**config.mk**
```make
export PLATFORM = sky130hd
export DESIGN_NAME = addr_hold_loop_gen
export DESIGN_NICKNAME = d
export VERILOG_FILES = /design/src/rtl/addr_hold_pkg.sv /design/src/rtl/ahl_cfg_decode.sv /design/src/rtl/ahl_offset_step.sv /design/src/rtl/ahl_byte_count.sv /design/src/rtl/addr_hold_loop_gen.sv
export SDC_FILE = /design/constraint.sdc
export NUM_CORES = 1
export LEC_CHECK = 0
export CORE_MARGIN = 2
export CORE_UTILIZATION = 40
export CTS_CLUSTER_SIZE = 10
export DETAILED_ROUTE_END_ITERATION = 8
export PLACE_DENSITY_LB_ADDON = 0.1
export REMOVE_ABC_BUFFERS = 1
export SYNTH_ARGS = -nofsm -noshare
export SYNTH_HDL_FRONTEND = slang
export SYNTH_SLANG_ARGS = --single-unit
```
**constraint.sdc**
```tcl
create_clock -name clk -period 4.58 [get_ports clk]
set_input_delay 0.458 -clock clk [delete_from_list [all_inputs] [get_ports clk]]
set_output_delay 0.458 -clock clk [all_outputs]
set_load 0.01 [all_outputs]
```
**src/rtl/addr_hold_pkg.sv**
```systemverilog
package addr_hold_pkg;

  localparam int unsigned RD_HOLD_EN_BIT = 12;
  localparam int unsigned WR_HOLD_EN_BIT = 13;
  localparam int unsigned RD_WIN_LSB     = 14;
  localparam int unsigned WR_WIN_LSB     = 16;

  typedef struct packed {
    logic       hold;
    logic [1:0] win_log2;
  } hold_cfg_t;

  // Low-order mask covering the offsets inside a 2^k byte window.
  function automatic logic [7:0] win_low_mask(input logic [1:0] k);
    logic [7:0] m;
    case (k)
      2'd0:    m = 8'h00;
      2'd1:    m = 8'h01;
      2'd2:    m = 8'h03;
      default: m = 8'h07;
    endcase
    return m;
  endfunction

endpackage

```
**src/rtl/ahl_cfg_decode.sv**
```systemverilog
module ahl_cfg_decode
  import addr_hold_pkg::*;
#(
  parameter int unsigned CFG_W         = 32,
  parameter bit          IS_WRITE_SIDE = 1'b0
) (
  input  logic [CFG_W-1:0] cfg_word,
  output hold_cfg_t        cfg
);

  logic unused_cfg_bits;
  assign unused_cfg_bits = ^cfg_word;

  generate
    if (IS_WRITE_SIDE) begin : g_write
      assign cfg.hold     = cfg_word[WR_HOLD_EN_BIT];
      assign cfg.win_log2 = cfg_word[WR_WIN_LSB +: 2];
    end else begin : g_read
      assign cfg.hold     = cfg_word[RD_HOLD_EN_BIT];
      assign cfg.win_log2 = cfg_word[RD_WIN_LSB +: 2];
    end
  endgenerate

endmodule

```
**src/rtl/ahl_offset_step.sv**
```systemverilog
module ahl_offset_step
  import addr_hold_pkg::*;
#(
  parameter int unsigned ADDR_W = 32
) (
  input  logic              clk,
  input  logic              rst_n,
  input  logic              clr,
  input  logic              step,
  input  hold_cfg_t         cfg,
  output logic [ADDR_W-1:0] offset
);

  logic [ADDR_W-1:0] wrap_mask;
  logic [ADDR_W-1:0] offset_d;
  logic              offset_en;

  always_comb begin
    wrap_mask = cfg.hold ? ADDR_W'(win_low_mask(cfg.win_log2)) : '1;
    offset_en = clr | step;
    if (clr) offset_d = '0;
    else     offset_d = (offset + ADDR_W'(1)) & wrap_mask;
  end

  always_ff @(posedge clk or negedge rst_n) begin
    if (!rst_n)         offset <= '0;
    else if (offset_en) offset <= offset_d;
  end

endmodule

```
**src/rtl/ahl_byte_count.sv**
```systemverilog
module ahl_byte_count #(
  parameter int unsigned LEN_W = 12
) (
  input  logic             clk,
  input  logic             rst_n,
  input  logic             load,
  input  logic [LEN_W-1:0] load_val,
  input  logic             dec,
  output logic [LEN_W-1:0] remaining,
  output logic             last
);

  logic [LEN_W-1:0] rem_d;
  logic             rem_en;

  always_comb begin
    rem_en = load | dec;
    if (load) rem_d = load_val;
    else      rem_d = remaining - LEN_W'(1);
    last = (remaining == LEN_W'(1));
  end

  always_ff @(posedge clk or negedge rst_n) begin
    if (!rst_n)      remaining <= '0;
    else if (rem_en) remaining <= rem_d;
  end

endmodule

```
**src/rtl/addr_hold_loop_gen.sv**
```systemverilog
module addr_hold_loop_gen
  import addr_hold_pkg::*;
#(
  parameter int unsigned ADDR_W        = 32,
  parameter int unsigned LEN_W         = 12,
  parameter int unsigned CFG_W         = 32,
  parameter bit          IS_WRITE_SIDE = 1'b0
) (
  input  logic              clk,
  input  logic              rst_n,
  input  logic              start,
  input  logic [ADDR_W-1:0] base_addr,
  input  logic [LEN_W-1:0]  byte_len,
  input  logic [CFG_W-1:0]  cfg_word,
  input  logic              advance,
  output logic [ADDR_W-1:0] addr,
  output logic              addr_valid,
  output logic              done,
  output logic              align_err
);

  hold_cfg_t         cfg_in;
  hold_cfg_t         cfg_q;
  logic [ADDR_W-1:0] base_q;
  logic [ADDR_W-1:0] offset;
  logic [LEN_W-1:0]  remaining;
  logic              last_byte;
  logic              active_q, done_q, err_q;
  logic              active_d, done_d, err_d;
  logic              misaligned, zero_len, beat, ctl_en;

  ahl_cfg_decode #(.CFG_W(CFG_W), .IS_WRITE_SIDE(IS_WRITE_SIDE)) u_dec (
    .cfg_word (cfg_word),
    .cfg      (cfg_in)
  );

  always_comb begin
    misaligned = cfg_in.hold &&
                 ((base_addr & ADDR_W'(win_low_mask(cfg_in.win_log2))) != '0);
    zero_len   = (byte_len == '0);
    beat       = advance && active_q && !start;
    ctl_en     = start | beat;
    if (start) begin
      active_d = !misaligned && !zero_len;
      done_d   = !misaligned && zero_len;
      err_d    = misaligned;
    end else begin
      active_d = !last_byte;
      done_d   = last_byte;
      err_d    = err_q;
    end
  end

  always_ff @(posedge clk or negedge rst_n) begin
    if (!rst_n) begin
      active_q <= 1'b0;
      done_q   <= 1'b0;
      err_q    <= 1'b0;
    end else if (ctl_en) begin
      active_q <= active_d;
      done_q   <= done_d;
      err_q    <= err_d;
    end
  end

  always_ff @(posedge clk or negedge rst_n) begin
    if (!rst_n) begin
      base_q <= '0;
      cfg_q  <= '0;
    end else if (start) begin
      base_q <= base_addr;
      cfg_q  <= cfg_in;
    end
  end

  ahl_offset_step #(.ADDR_W(ADDR_W)) u_off (
    .clk    (clk),
    .rst_n  (rst_n),
    .clr    (start),
    .step   (beat),
    .cfg    (cfg_q),
    .offset (offset)
  );

  ahl_byte_count #(.LEN_W(LEN_W)) u_cnt (
    .clk       (clk),
    .rst_n     (rst_n),
    .load      (start),
    .load_val  (byte_len),
    .dec       (beat),
    .remaining (remaining),
    .last      (last_byte)
  );

  assign addr       = base_q + offset;
  assign addr_valid = active_q;
  assign done       = done_q;
  assign align_err  = err_q;

endmodule

```
# After elaboration in Yosys (flattened, before gate mapping)
# Cells that the tools add are included.
# word_totals
reg_bits	82
input_bits	80
output_inout_bits	35
word_cells	40
# classes
addsub	3
n_eq_ne	5
n_mux	7
n_bitwise	3
reduce_logical	14
# ops
op	count
$mux 32	2
$add 32x1->32 const B	1
$add 32x32->32	1
$and 32x32->32	1
$and 32x8->32	1
$reduce_bool 32->1	1
$pmux 3 s3	2
$eq 12x1->1 const B	1
$logic_not 12->1	1
$mux 12	1
$sub 12x1->12 const B	1
$logic_and 1x1->1	5
$eq 2x1->1 const B	2
$eq 2x2->1 const B	2
$logic_not 1->1	4
$logic_not 2->1	2
$mux 1	2
$reduce_and 2->1	1
$or 1x1->1	1

# Longest topological paths before layout
# depth
ltp_word	8
depth_mapped	8
mapped_depth_nobuf	8

# Hierarchy
# Synthesis repeated with hierarchy kept, for this count alone.
# hier_totals
hier_cells	643
hier_area_um2	5950.7
# modules_own_cells
mod	n_inst	cells_each	area_per_inst_um2	seq_area_each_um2
addr_hold_loop_gen	1	335	3201.8	950.9
ahl_offset_step	1	224	1984.4	800.8
ahl_byte_count	1	81	742.0	300.3
ahl_cfg_decode	1	3	22.5	0.0

# Least setup slack after synthesis
# No wires, ideal clock.
# synth_timing
kind	register -> output
from	register u_off.offset[0]
to	output addr[20]
arrival_ps	2392
slack_ps	1730
stages_incl_launch_ff	9
n_path_buf	0
cell_sequence	dfrtp_1 ha_1 fa_1 a21o_1 a31o_2 a211o_1 a21boi_0 o31ai_1 xor2_1
# synth_via
elab_chain_cells	1
# synth_lines
item	line	source
from (decl)	ahl_offset_step.sv:11	output logic [ADDR_W-1:0] offset
from (signal assigned)	ahl_offset_step.sv:27	else if (offset_en) offset <= offset_d;
$add 32x32->32	addr_hold_loop_gen.sv:95	assign addr = base_q + offset;
to (decl)	addr_hold_loop_gen.sv:16	output logic [ADDR_W-1:0] addr,
# Every way passes these cells.

# Final worst setup path
# layout_timing
from	register u_off.offset[0]
to	output addr[30]
# The elaborated chain is that of the path after synthesis.

==> run_results.csv <==
group,metric,value,unit
detailed_routing,dr.pass1.iters,6,
global_route,grt_overflow_total,0,
clocking,post-cts-setup-buffer-count,0,
critical_path,ff2ff_path_depth,7,
synthesis,ys_seq_area_share,36.1,%
clocking,cts_buffer_depth,2,
placement,portBuffers,85,
critical_path,path_max_fanout,6,
final_layout,antenna_cells,0,
sta,final_max_slew_viol_count,0,
critical_path,critPathCaptureType,"output pin",
power_and_ir_drop,ir_drop,142,uV
critical_path,worst_ep_required_time,4.12,ns
critical_path,critPathArrivalTime,3.61,ns
critical_path,r2r_start,"u_off.offset[1]",
synthesis,synthArstFlopShare,100,%
sta,tns,0,ns
critical_path,critical_path_class,"register to output pin",
sta,finalCriticalPeriod,4.07,ns
synthesis,synth.distinct_cells,60,
power_and_ir_drop,combPwrFrac,20.9,%
clocking,cts-root-buf,"clkbuf_16",
die,die_h,123,um
global_route,first_global_vias,4909,
status,status,"finished clean",
sta,worstMarginPinSlew,1.05,ns
critical_path,critPathLaunchType,"register",
sta,period_share,88.8,%
synthesis,synth_edf_count,0,
global_route,grt_max_degree,83,
power_and_ir_drop,p_sw_share,27.3,%
power_and_ir_drop,p_leak,2.91,nW
clocking,h-tree-depth,3,
detailed_routing,drc,0,
final_layout,nets,815,
synthesis,yosys_warnings,0,
clocking,clk_pin_slew_worst_paths,0.06,ns
die,fp-row-count,43,
die,start_util,41.0,%
synthesis,synthTopCellsByArea,"dfrtp_1 36%, ha_1 7.5%, mux2_2 7.3%, a21oi_1 5.3%, xnor2_1 4.9%",
die,io_pins,115,
sta,timing_hold_violations_final,0,
min_path,hold_path_class,"input pin to async pin",
synthesis,netlist_area,5680,um2
global_route,grt_pass1_wl,23.6,mm
placement,gp_congestion,0.885,
placement,dp_hpwl,10.7,mm
detailed_routing,antenna_left,0,
synthesis,syn_inst,626,
die,design.die.area,15200,um2
sta,relSlewSlack,29.8,%
sta,fmaxAchievable,246,MHz
synthesis,ys_ff_latch,82,
power_and_ir_drop,clockPowerShare,36.8,%
die,fp.coreArea,13900,um2
synthesis,synth_ff_type,"dfrtp_1",
critical_path,worstReg2RegEnd,"u_off.offset[30]",
synthesis,synthTopCellsByCount,"82 x dfrtp_1, 60 x a21oi_1, 58 x nand2_1",
final_layout,fillCellCount,1349,
clocking,cts_sinks,82,
detailed_routing,wl_per_cell,16.1,um
detailed_routing,post_drt_via_cell_ratio,5.62,
clocking,clkLatencyLatePin,0.34,ns
power_and_ir_drop,p_switching,0.525,mW
synthesis,syn_avg_cell_area,9.08,um2
global_route,grt_usage,19.8,%
critical_path,reg2reg_slack,2.16,ns
die,dieWidth,123,um
detailed_routing,routed_wl,14.2,mm
final_layout,drive_above_1_share,9.93,%
synthesis,synth_most_common_cell,"dfrtp_1",
clocking,numCtsBuffers,9,
detailed_routing,drt_iter0_markers,313,
power_and_ir_drop,p_int,1.40,mW
final_layout,area_growth,22.3,%
power_and_ir_drop,p_total,1.92,mW
job,drv_cap,0,
power_and_ir_drop,seq_power_share,42.3,%
sta,skew,0.00781,ns
power_and_ir_drop,p_per_area,277,nW/um2
clocking,postCtsHoldBufs,0,
sta,rsz0062_at_grt,"false",
clocking,cts-resized-gates,0,
clocking,cts_tree,"built",
synthesis,synth_top_cell_area_share,36.1,%
global_route,antenna_found_initial,0,
synthesis,synth_top_area_cell,"dfrtp_1",
detailed_routing,via_count,4972,
sta,final-setup-viol-count,0,
## flip-flops by register name, summed over array words and instances (netlist names)
register	flops
u_cnt.remaining	12
u_off.offset	32
addr_valid	1
done	1
align_err	1
base_q	32
cfg_q	3
## metrics by stage
stage	worst slack, ns	area (um2)	std cells	hold slack (ns)	utilization (%)
after floorplan	1.73	5590	603	0.162	-
after global placement	0.920	6670	869	0.494	48.1
after detailed placement	0.867	6670	869	0.504	48.1
after CTS	0.476	6950	885	0.357	50.1
after global routing	0.306	6950	885	0.410	50.1
final	0.511	6950	885	0.310	50.1
## power groups by stage
| stage | logic, mW | registers [mW] | clock network, mW |
|---|---|---|---|
| 4_1_cts | 0.406 | 0.813 | 0.731 |
| 2_1_floorplan | 0.221 | 0.814 | 0 |
| 3_3_place_gp | 0.397 | 0.825 | 0 |
| 6_report | 0.402 | 0.812 | 0.708 |
| 5_1_grt | 0.445 | 0.820 | 0.764 |
| 3_5_place_dp | 0.404 | 0.826 | 0 |
## cell usage in the layout (no fill, tap or decap), types with 6 or more instances in the layout
| cell | synthesis | routed |
|---|---|---|
| clkdlybuf4s50_1 | 0 | 83 |
| dfrtp_1 | 82 | 82 |
| a21oi_1 | 60 | 60 |
| nand2_1 | 58 | 58 |
| nor2_1 | 51 | 51 |
| o21ai_0 | 42 | 42 |
| mux2_2 | 37 | 37 |
| ha_1 | 34 | 34 |
| xnor2_1 | 32 | 32 |
| xor2_1 | 21 | 21 |
| nor3_1 | 20 | 20 |
| nand3_1 | 18 | 18 |
| nand4_1 | 15 | 15 |
| inv_1 | 12 | 12 |
| a21o_1 | 12 | 12 |
| a31oi_1 | 9 | 9 |
| clkbuf_16 | 0 | 9 |
| a211oi_1 | 6 | 6 |
| o21a_1 | 6 | 6 |
| nor4_1 | 6 | 6 |
## layer usage
metal	up-vias	routed length, um	share of wire (%)	global-route usage, %
li1	2465	-	-	-
met1	2364	6780	48	27.0
met2	119	6510	46	31.8
met3	24	547	3.8	2.21
met4	0	374	2.6	8.52
met5	-	0	0	0
## cell type report
cell class	instances	area, um2	area share (%)
Multi-Input combinational cell	509	3500	50.3
Sequential cell	82	2050	29.5
Timing Repair Buffer	86	851	12.2
Clock buffer	13	240	3.46
Tap cell	180	225	3.24
Inverter	12	45.0	0.648
Clock inverter	3	40.0	0.576
## logic make-up after synthesis
kind of cell    share of synthesized area (%)
compound gates                           18.5
buf+inv                                  2.38
fa+ha+maj                                7.84
mux                                      7.51
xor+xnor                                 8.17
flops                                    36.1
simple gates                             19.5
## how the worst max path moves through the flow
stage,to,startpoint,cells past startpoint
floorplan,addr[20],u_off.offset[0],8
global placement,addr[30],u_off.offset[0],9
detailed placement,addr[30],u_off.offset[0],9
CTS,addr[30],u_off.offset[0],9
global route,addr[30],u_off.offset[0],9
finish,addr[30],u_off.offset[0],9
## worst max-delay path, stage by stage, from the launching register on
cell,delay [ns]
dfrtp_1,0.45
ha_1,0.27
fa_1,0.41
a21o_1,0.23
a31o_2,0.29
a21oi_1,0.33
a211oi_1,0.27
a41oi_1,0.32
xnor2_1,0.15
clkdlybuf4s50_1,0.56
(Power assumes the default switching activity.)
